===== src/rtl/pes_pkg.sv =====
package pes_pkg;

  typedef enum logic [1:0] {
    ST_IDLE = 2'd0,
    ST_STEP = 2'd1,
    ST_WAIT = 2'd2
  } seq_st_e;

  typedef struct packed {
    logic       zero_en;  // masked-out elements write zero
    logic       cff_en;   // condition-driven fail-first
    logic       lff_en;   // memory exception fail-first
    logic       pres_en;  // predicate-result masking
    logic       cr_en;    // condition field written back
    logic       tst_inv;  // invert tested bit
    logic [1:0] tst_sel;  // tested bit position
  } mode_cfg_t;

  localparam int CONDW = 4;

endpackage


===== src/rtl/pes_mode_dec.sv =====
module pes_mode_dec
  import pes_pkg::*;
(
  input  logic [4:0] mode,
  input  logic       rc,
  input  logic       is_ldst,
  output mode_cfg_t  cfg
);

  logic [1:0] cls;

  always_comb begin
    cls         = mode[4:3];
    cfg.zero_en = (cls == 2'b00) && mode[2] && mode[0];
    cfg.cff_en  = (cls == 2'b01) && rc && !is_ldst;
    cfg.lff_en  = (cls == 2'b01) && is_ldst;
    cfg.pres_en = (cls == 2'b11) && rc;
    cfg.cr_en   = rc;
    cfg.tst_inv = mode[2];
    cfg.tst_sel = mode[1:0];
  end

endmodule


===== src/rtl/pes_pred_pick.sv =====
module pes_pred_pick #(
  parameter int MAXVL = 64,
  localparam int IDXW = $clog2(MAXVL)
) (
  input  logic [MAXVL-1:0] mask,
  input  logic             all_on,
  input  logic             inv,
  input  logic [IDXW-1:0]  idx,
  output logic             active
);

  logic [MAXVL-1:0] eff;

  genvar g;
  generate
    for (g = 0; g < MAXVL; g++) begin : g_bit
      assign eff[g] = all_on | (mask[g] ^ inv);
    end
  endgenerate

  assign active = eff[idx];

endmodule


===== src/rtl/pes_cond_chk.sv =====
module pes_cond_chk
  import pes_pkg::*;
(
  input  logic [CONDW-1:0] cond,
  input  logic [1:0]       sel,
  input  logic             inv,
  output logic             pass
);

  assign pass = cond[sel] ^ inv;

endmodule


===== src/rtl/pred_elem_seq.sv =====
module pred_elem_seq
  import pes_pkg::*;
#(
  parameter int MAXVL = 64,
  localparam int VLW  = $clog2(MAXVL + 1),
  localparam int IDXW = $clog2(MAXVL)
) (
  input  logic             clk,
  input  logic             rst,
  input  logic             start,
  input  logic [VLW-1:0]   vl_in,
  input  logic [MAXVL-1:0] pred_mask,
  input  logic             pred_all,
  input  logic             pred_inv,
  input  logic [4:0]       mode,
  input  logic             rc,
  input  logic             is_ldst,
  input  logic             fb_valid,
  input  logic [3:0]       fb_cond,
  input  logic             fb_exc,
  output logic             busy,
  output logic             issue,
  output logic             zero_wr,
  output logic             commit,
  output logic             cr_wr,
  output logic [IDXW-1:0]  elem_idx,
  output logic             done,
  output logic             trap,
  output logic [VLW-1:0]   final_vl
);

  localparam logic [VLW-1:0] VL_CAP = VLW'(MAXVL);

  seq_st_e          st_q;
  logic [VLW-1:0]   vl_q;
  logic [VLW-1:0]   idx_q;
  logic [MAXVL-1:0] mask_q;
  logic             all_q;
  logic             inv_q;
  mode_cfg_t        cfg_q;
  mode_cfg_t        cfg_d;
  logic             act;
  logic             pass;
  logic [VLW-1:0]   vl_clamp;
  logic             at_end;

  pes_mode_dec u_dec (
    .mode    (mode),
    .rc      (rc),
    .is_ldst (is_ldst),
    .cfg     (cfg_d)
  );

  pes_pred_pick #(.MAXVL(MAXVL)) u_pick (
    .mask   (mask_q),
    .all_on (all_q),
    .inv    (inv_q),
    .idx    (idx_q[IDXW-1:0]),
    .active (act)
  );

  pes_cond_chk u_tst (
    .cond (fb_cond),
    .sel  (cfg_q.tst_sel),
    .inv  (cfg_q.tst_inv),
    .pass (pass)
  );

  assign vl_clamp = (vl_in > VL_CAP) ? VL_CAP : vl_in;
  assign at_end   = (idx_q >= vl_q);
  assign busy     = (st_q != ST_IDLE);

  always_ff @(posedge clk) begin
    if (rst) begin
      st_q     <= ST_IDLE;
      vl_q     <= '0;
      idx_q    <= '0;
      mask_q   <= '0;
      all_q    <= 1'b0;
      inv_q    <= 1'b0;
      cfg_q    <= '0;
      issue    <= 1'b0;
      zero_wr  <= 1'b0;
      commit   <= 1'b0;
      cr_wr    <= 1'b0;
      elem_idx <= '0;
      done     <= 1'b0;
      trap     <= 1'b0;
      final_vl <= '0;
    end else begin
      issue   <= 1'b0;
      zero_wr <= 1'b0;
      commit  <= 1'b0;
      cr_wr   <= 1'b0;
      done    <= 1'b0;
      trap    <= 1'b0;
      unique case (st_q)
        ST_IDLE: begin
          if (start) begin
            vl_q   <= vl_clamp;
            idx_q  <= '0;
            mask_q <= pred_mask;
            all_q  <= pred_all;
            inv_q  <= pred_inv;
            cfg_q  <= cfg_d;
            st_q   <= ST_STEP;
          end
        end
        ST_STEP: begin
          if (at_end) begin
            done     <= 1'b1;
            final_vl <= vl_q;
            st_q     <= ST_IDLE;
          end else if (act) begin
            issue    <= 1'b1;
            elem_idx <= idx_q[IDXW-1:0];
            st_q     <= ST_WAIT;
          end else begin
            if (cfg_q.zero_en) begin
              zero_wr  <= 1'b1;
              elem_idx <= idx_q[IDXW-1:0];
            end
            idx_q <= idx_q + 1'b1;
          end
        end
        ST_WAIT: begin
          if (fb_valid) begin
            if (fb_exc) begin
              done <= 1'b1;
              st_q <= ST_IDLE;
              if (cfg_q.lff_en && (idx_q != '0)) begin
                final_vl <= idx_q;
              end else begin
                trap     <= 1'b1;
                final_vl <= vl_q;
              end
            end else if (cfg_q.cff_en && !pass) begin
              done     <= 1'b1;
              final_vl <= idx_q;
              st_q     <= ST_IDLE;
            end else begin
              commit <= !(cfg_q.pres_en && !pass);
              cr_wr  <= cfg_q.cr_en;
              idx_q  <= idx_q + 1'b1;
              st_q   <= ST_STEP;
            end
          end
        end
        default: st_q <= ST_IDLE;
      endcase
    end
  end

endmodule


===== config.mk =====
export PLATFORM = sky130hd
export DESIGN_NAME = pred_elem_seq
export DESIGN_NICKNAME = d
export VERILOG_FILES = /design/src/rtl/pes_pkg.sv /design/src/rtl/pes_mode_dec.sv /design/src/rtl/pes_pred_pick.sv /design/src/rtl/pes_cond_chk.sv /design/src/rtl/pred_elem_seq.sv
export SDC_FILE = /design/constraint.sdc
export NUM_CORES = 1
export LEC_CHECK = 0
export BUFFER_PORTS_ARGS = -buffer_cell sky130_fd_sc_hd__buf_4
export CAP_MARGIN = 15
export CORE_UTILIZATION = 59
export DETAILED_ROUTE_END_ITERATION = 8
export PLACE_DENSITY = 0.95
export SETUP_SLACK_MARGIN = 0.3
export SYNTH_ARGS = -nofsm -noshare
export SYNTH_HDL_FRONTEND = slang
export SYNTH_HIERARCHICAL = 1
export SYNTH_SLANG_ARGS = --single-unit

===== constraint.sdc =====
create_clock -name clk -period 8.1 [get_ports clk]
set_clock_uncertainty 0.1 [all_clocks]
set_input_delay 0 -clock clk [delete_from_list [all_inputs] [get_ports clk]]
set_output_delay 0 -clock clk [all_outputs]
set_load 0.01 [all_outputs]

==> summary.txt <==
Timing
  – Final TNS setup: 0 ns
  – Final min period: ~4.5 ns
  – Slew Viols, Final: 0
  – Fin crit share: 0.553
  – Worst-Margin Slew: between 1 and 1.5 ns
  – Max Freq: around 0.22 GHz
  – Hold Vio Cnt, Final: 0
  – # setup viols final: 0
  – RSZ-0062 raised after global routing: no
  – Slew HR: 0.262

Route
  – WL final: between 15 and 20 mm
  – Via density: roughly 6.4
  – Final ANT Viol Nets: 0
  – DR pass1 iterations: 9
  – Wire per inst: ~20 um
  – Vias: around 5,800
  – Post-route DRC: 13
  – Starting DRT DRC Count: roughly 1,000

Floorplanning
  – Die width: ~96 um
  – Die Ht: ~96 um
  – Initial Util: 0.624
  – Die area: approximately 9200 um^2
  – IO Pins: roughly 110
  – Core area: ~8400 um^2
  – Num rows: 33

Setup path
  – Worst Setup SP: idx_q[0]$_SDFFE_PP0P_
  – Startpoint type of the worst setup path: flop
  – Slowest stage cell, crit path: dfxtp_2
  – CP Max Fanout: 38
  – Worst Path Required: 8.29 ns
  – CP peak stage delay: between 1 and 1.5 ns
  – Setup crit end kind: flop
  – Critical path arrival: approximately 4.7 ns
  – RR Startpoint: idx_q[0]$_SDFFE_PP0P_
  – Reg2Reg Depth: 12
  – WS Path Type: reg2reg
  – Cell mode on critical path: a21oi_1
  – CP cell instances: mux2i_1 -> a22oi_1 -> and3_1 -> a21oi_1 -> a2111oi_0 -> nor4b_1 -> buf_4 -> a21oi_1 -> o221a_1 -> nand2_1 -> or4_1 -> a21oi_1

Yosys
  – Main synth FF type: dfxtp_1
  – Seq/Total Area, Yosys: 0.417
  – Synth cell types: between 60 and 70
  – Post-synthesis register bit count: 109
  – Post-Synthesis Mean Instance Area: around 8.2 um^2
  – Cell Area, Synth: between 5000 and 6000 um^2
  – Mapped Nets: between 700 and 800
  – Ys Warns: 6
  – Number of synthesized flops with an enable pin: 0
  – Post-synthesis async set-or-reset flop share: 0
  – Syn Inst Count: about 630

Clock network
  – Total CTS buffers: 9
  – Clock slew at reported path FFs: roughly 0.1 ns
  – Setup Buffers After CTS: 0
  – H-tree depth: 3
  – Clk sinks: about 110
  – Clk buf depth: 2
  – CTS resizes: 0
  – Worst-Skew Late Latency: between 0.3 and 0.4 ns
  – Clock Tree Root: clkbuf_8
  – Clock tree from TritonCTS: yes
  – Cts hold-fix bufs: 84

Final layout
  – # nets final: approximately 900
  – Area Overhead vs Synth: 33.5%
  – Final core utilization: 0.833
  – N_diodes: 0
  – Ratio of cells with drive above 1 in the final layout: 0.185

Global route
  – Grt ovf: 0
  – Total global-route track usage: 0.421
  – Vias in the first global route: 5,668
  – First-pass GRT wire length: 28.9 mm
  – Initial antenna violation count: 1
  – Largest net degree at the start of global routing: 108

Pwr
  – IR drop worst, VDD: roughly 0.00012 V
  – Total chip power: approximately 0.0015 W
  – Cell area power density: roughly 210 nW/um^2
  – Lkg Pwr: 2.82 nW

Run status
  – Status: finished with violations
  – Violated checks: DRC

Placement
  – Gp weighted congestion: 0.920
  – Port bufs: around 110
  – DPL Wire Length: approximately 9.5 mm

Run
  – MaxCap Viol Count: 0

Min path
  – HP Class: in2reg
  – Hold path depth: 4
  – Worst hold start: start
-- sequential cells by signal, summed over array words and instances, names as in the netlist, 2 cells and up --
signal and flops:
cfg_q 8, elem_idx 6, final_vl 7, idx_q 7
mask_q 64, st_q 2, vl_q 7
-- critical path, delay by kind of cell, from the launching register on --
family | cells | cell delay [ns]
compound gates | 6 | 1.49
simple gates | 4 | 1.23
flops | 1 | 1.07
mux | 1 | 0.28
buf+inv | 1 | 0.20
-- synth_stat cells (2+ instances only) --
library cell | number | area [um^2]
nand2_1 | 163 | 612
dfxtp_1 | 109 | 2180
a21oi_1 | 103 | 515
mux2i_1 | 41 | 410
clkbuf_1 | 30 | 113
nor2_1 | 24 | 90.1
inv_1 | 19 | 71.3
ha_1 | 14 | 175
a22oi_1 | 11 | 82.6
nor3_1 | 8 | 40.0
and3_1 | 7 | 43.8
nand3_1 | 7 | 35.0
nor3b_1 | 6 | 45.0
a311oi_1 | 5 | 43.8
nor2b_1 | 5 | 31.3
o21ai_1 | 5 | 25.0
o2bb2ai_1 | 5 | 43.8
buf_4 | 4 | 30.0
buf_6 | 4 | 45.0
o21a_1 | 4 | 30.0
o21ai_0 | 4 | 20.0
a221oi_1 | 3 | 26.3
nand2b_1 | 3 | 18.8
nand3b_1 | 3 | 22.5
a211oi_1 | 2 | 15.0
a221o_1 | 2 | 20.0
a31oi_1 | 2 | 12.5
a32o_1 | 2 | 20.0
and4bb_2 | 2 | 25.0
clkbuf_8 | 2 | 27.5
inv_2 | 2 | 7.51
mux2_2 | 2 | 22.5
nor4b_1 | 2 | 17.5
-- layout make-up --
cell class              instances  area [um^2]
clock buffers                  10          138
clock inverters                 6         46.3
fillers                       412         1400
inverters                      21         78.8
multi-input cells             460         2730
flip-flops and latches        109         2180
well taps                     105          131
repair buffers                195         1670
-- layout by cell type (no fill, tap or decap), drive strengths merged, types with 2 or more instances in the layout --
master,count
dlygate4sd3,84
nand2b,3
mux2i,41
o2bb2ai,5
ha,14
mux2,2
inv,22
a211oi,2
clkbuf,10
nor2,24
or4,2
clkinv,4
buf,111
o211ai,2
nand2,163
nor3,8
o21ai,9
a221oi,3
dfxtp,109
a311oi,6
a21oi,103
and4bb,2
a2111oi,2
and3,8
nand3b,3
nand3,7
a22oi,11
a221o,2
o21a,4
a32o,3
nor4b,2
a31oi,2
nor3b,6
nor2b,5
-- stage by stage --
step	instance area, um^2	setup slack (ns)	std cells	hold WS, ns
floorplan	5230	4.95	634	0.0360
global placement	5950	4.44	806	0.149
detailed placement	5950	4.30	806	0.156
CTS	6980	4.21	906	0.0389
global route	6980	3.63	906	0.110
finish	6980	3.62	906	0.0929
-- layer usage --
metal	global-route usage	routed length [um]
met4	0.299	1500
met3	0.125	2110
met1	0.479	6390
met2	0.674	8650
met5	0	11
-- power breakdown --
part	leakage (nW)	total, W	switching [W]	internal [W]
registers	0.892	0.000664	0.0000660	0.000598
clock network	0.0942	0.000321	0.000198	0.000123
logic	1.83	0.000481	0.000281	0.000200
-- cells by family (layout without fill, tap and decap cells) --
family                     count (synthesis)  count (layout)  share of synthesized area
AOI/OAI and AO/OA                        162             162                      0.195
xor gates and xnor gates                   1               1                    0.00168
adders and majority gates                 14              14                     0.0335
DFF                                      109             109                      0.417
muxes                                     44              44                     0.0871
and+or+nand+nor                          239             239                      0.202
buffers and inverters                     65             232                     0.0627
-- path summary, 6_finish.rpt --
check,to,slack (ns)
min,vl_q[6]$_SDFFE_PP0P_,0.09
max,idx_q[1]$_SDFFE_PP0P_,3.62
max reg2reg,idx_q[1]$_SDFFE_PP0P_,3.62
min reg2reg,commit$_SDFF_PP0_,0.34
Power figures use the tool's default switching activity.
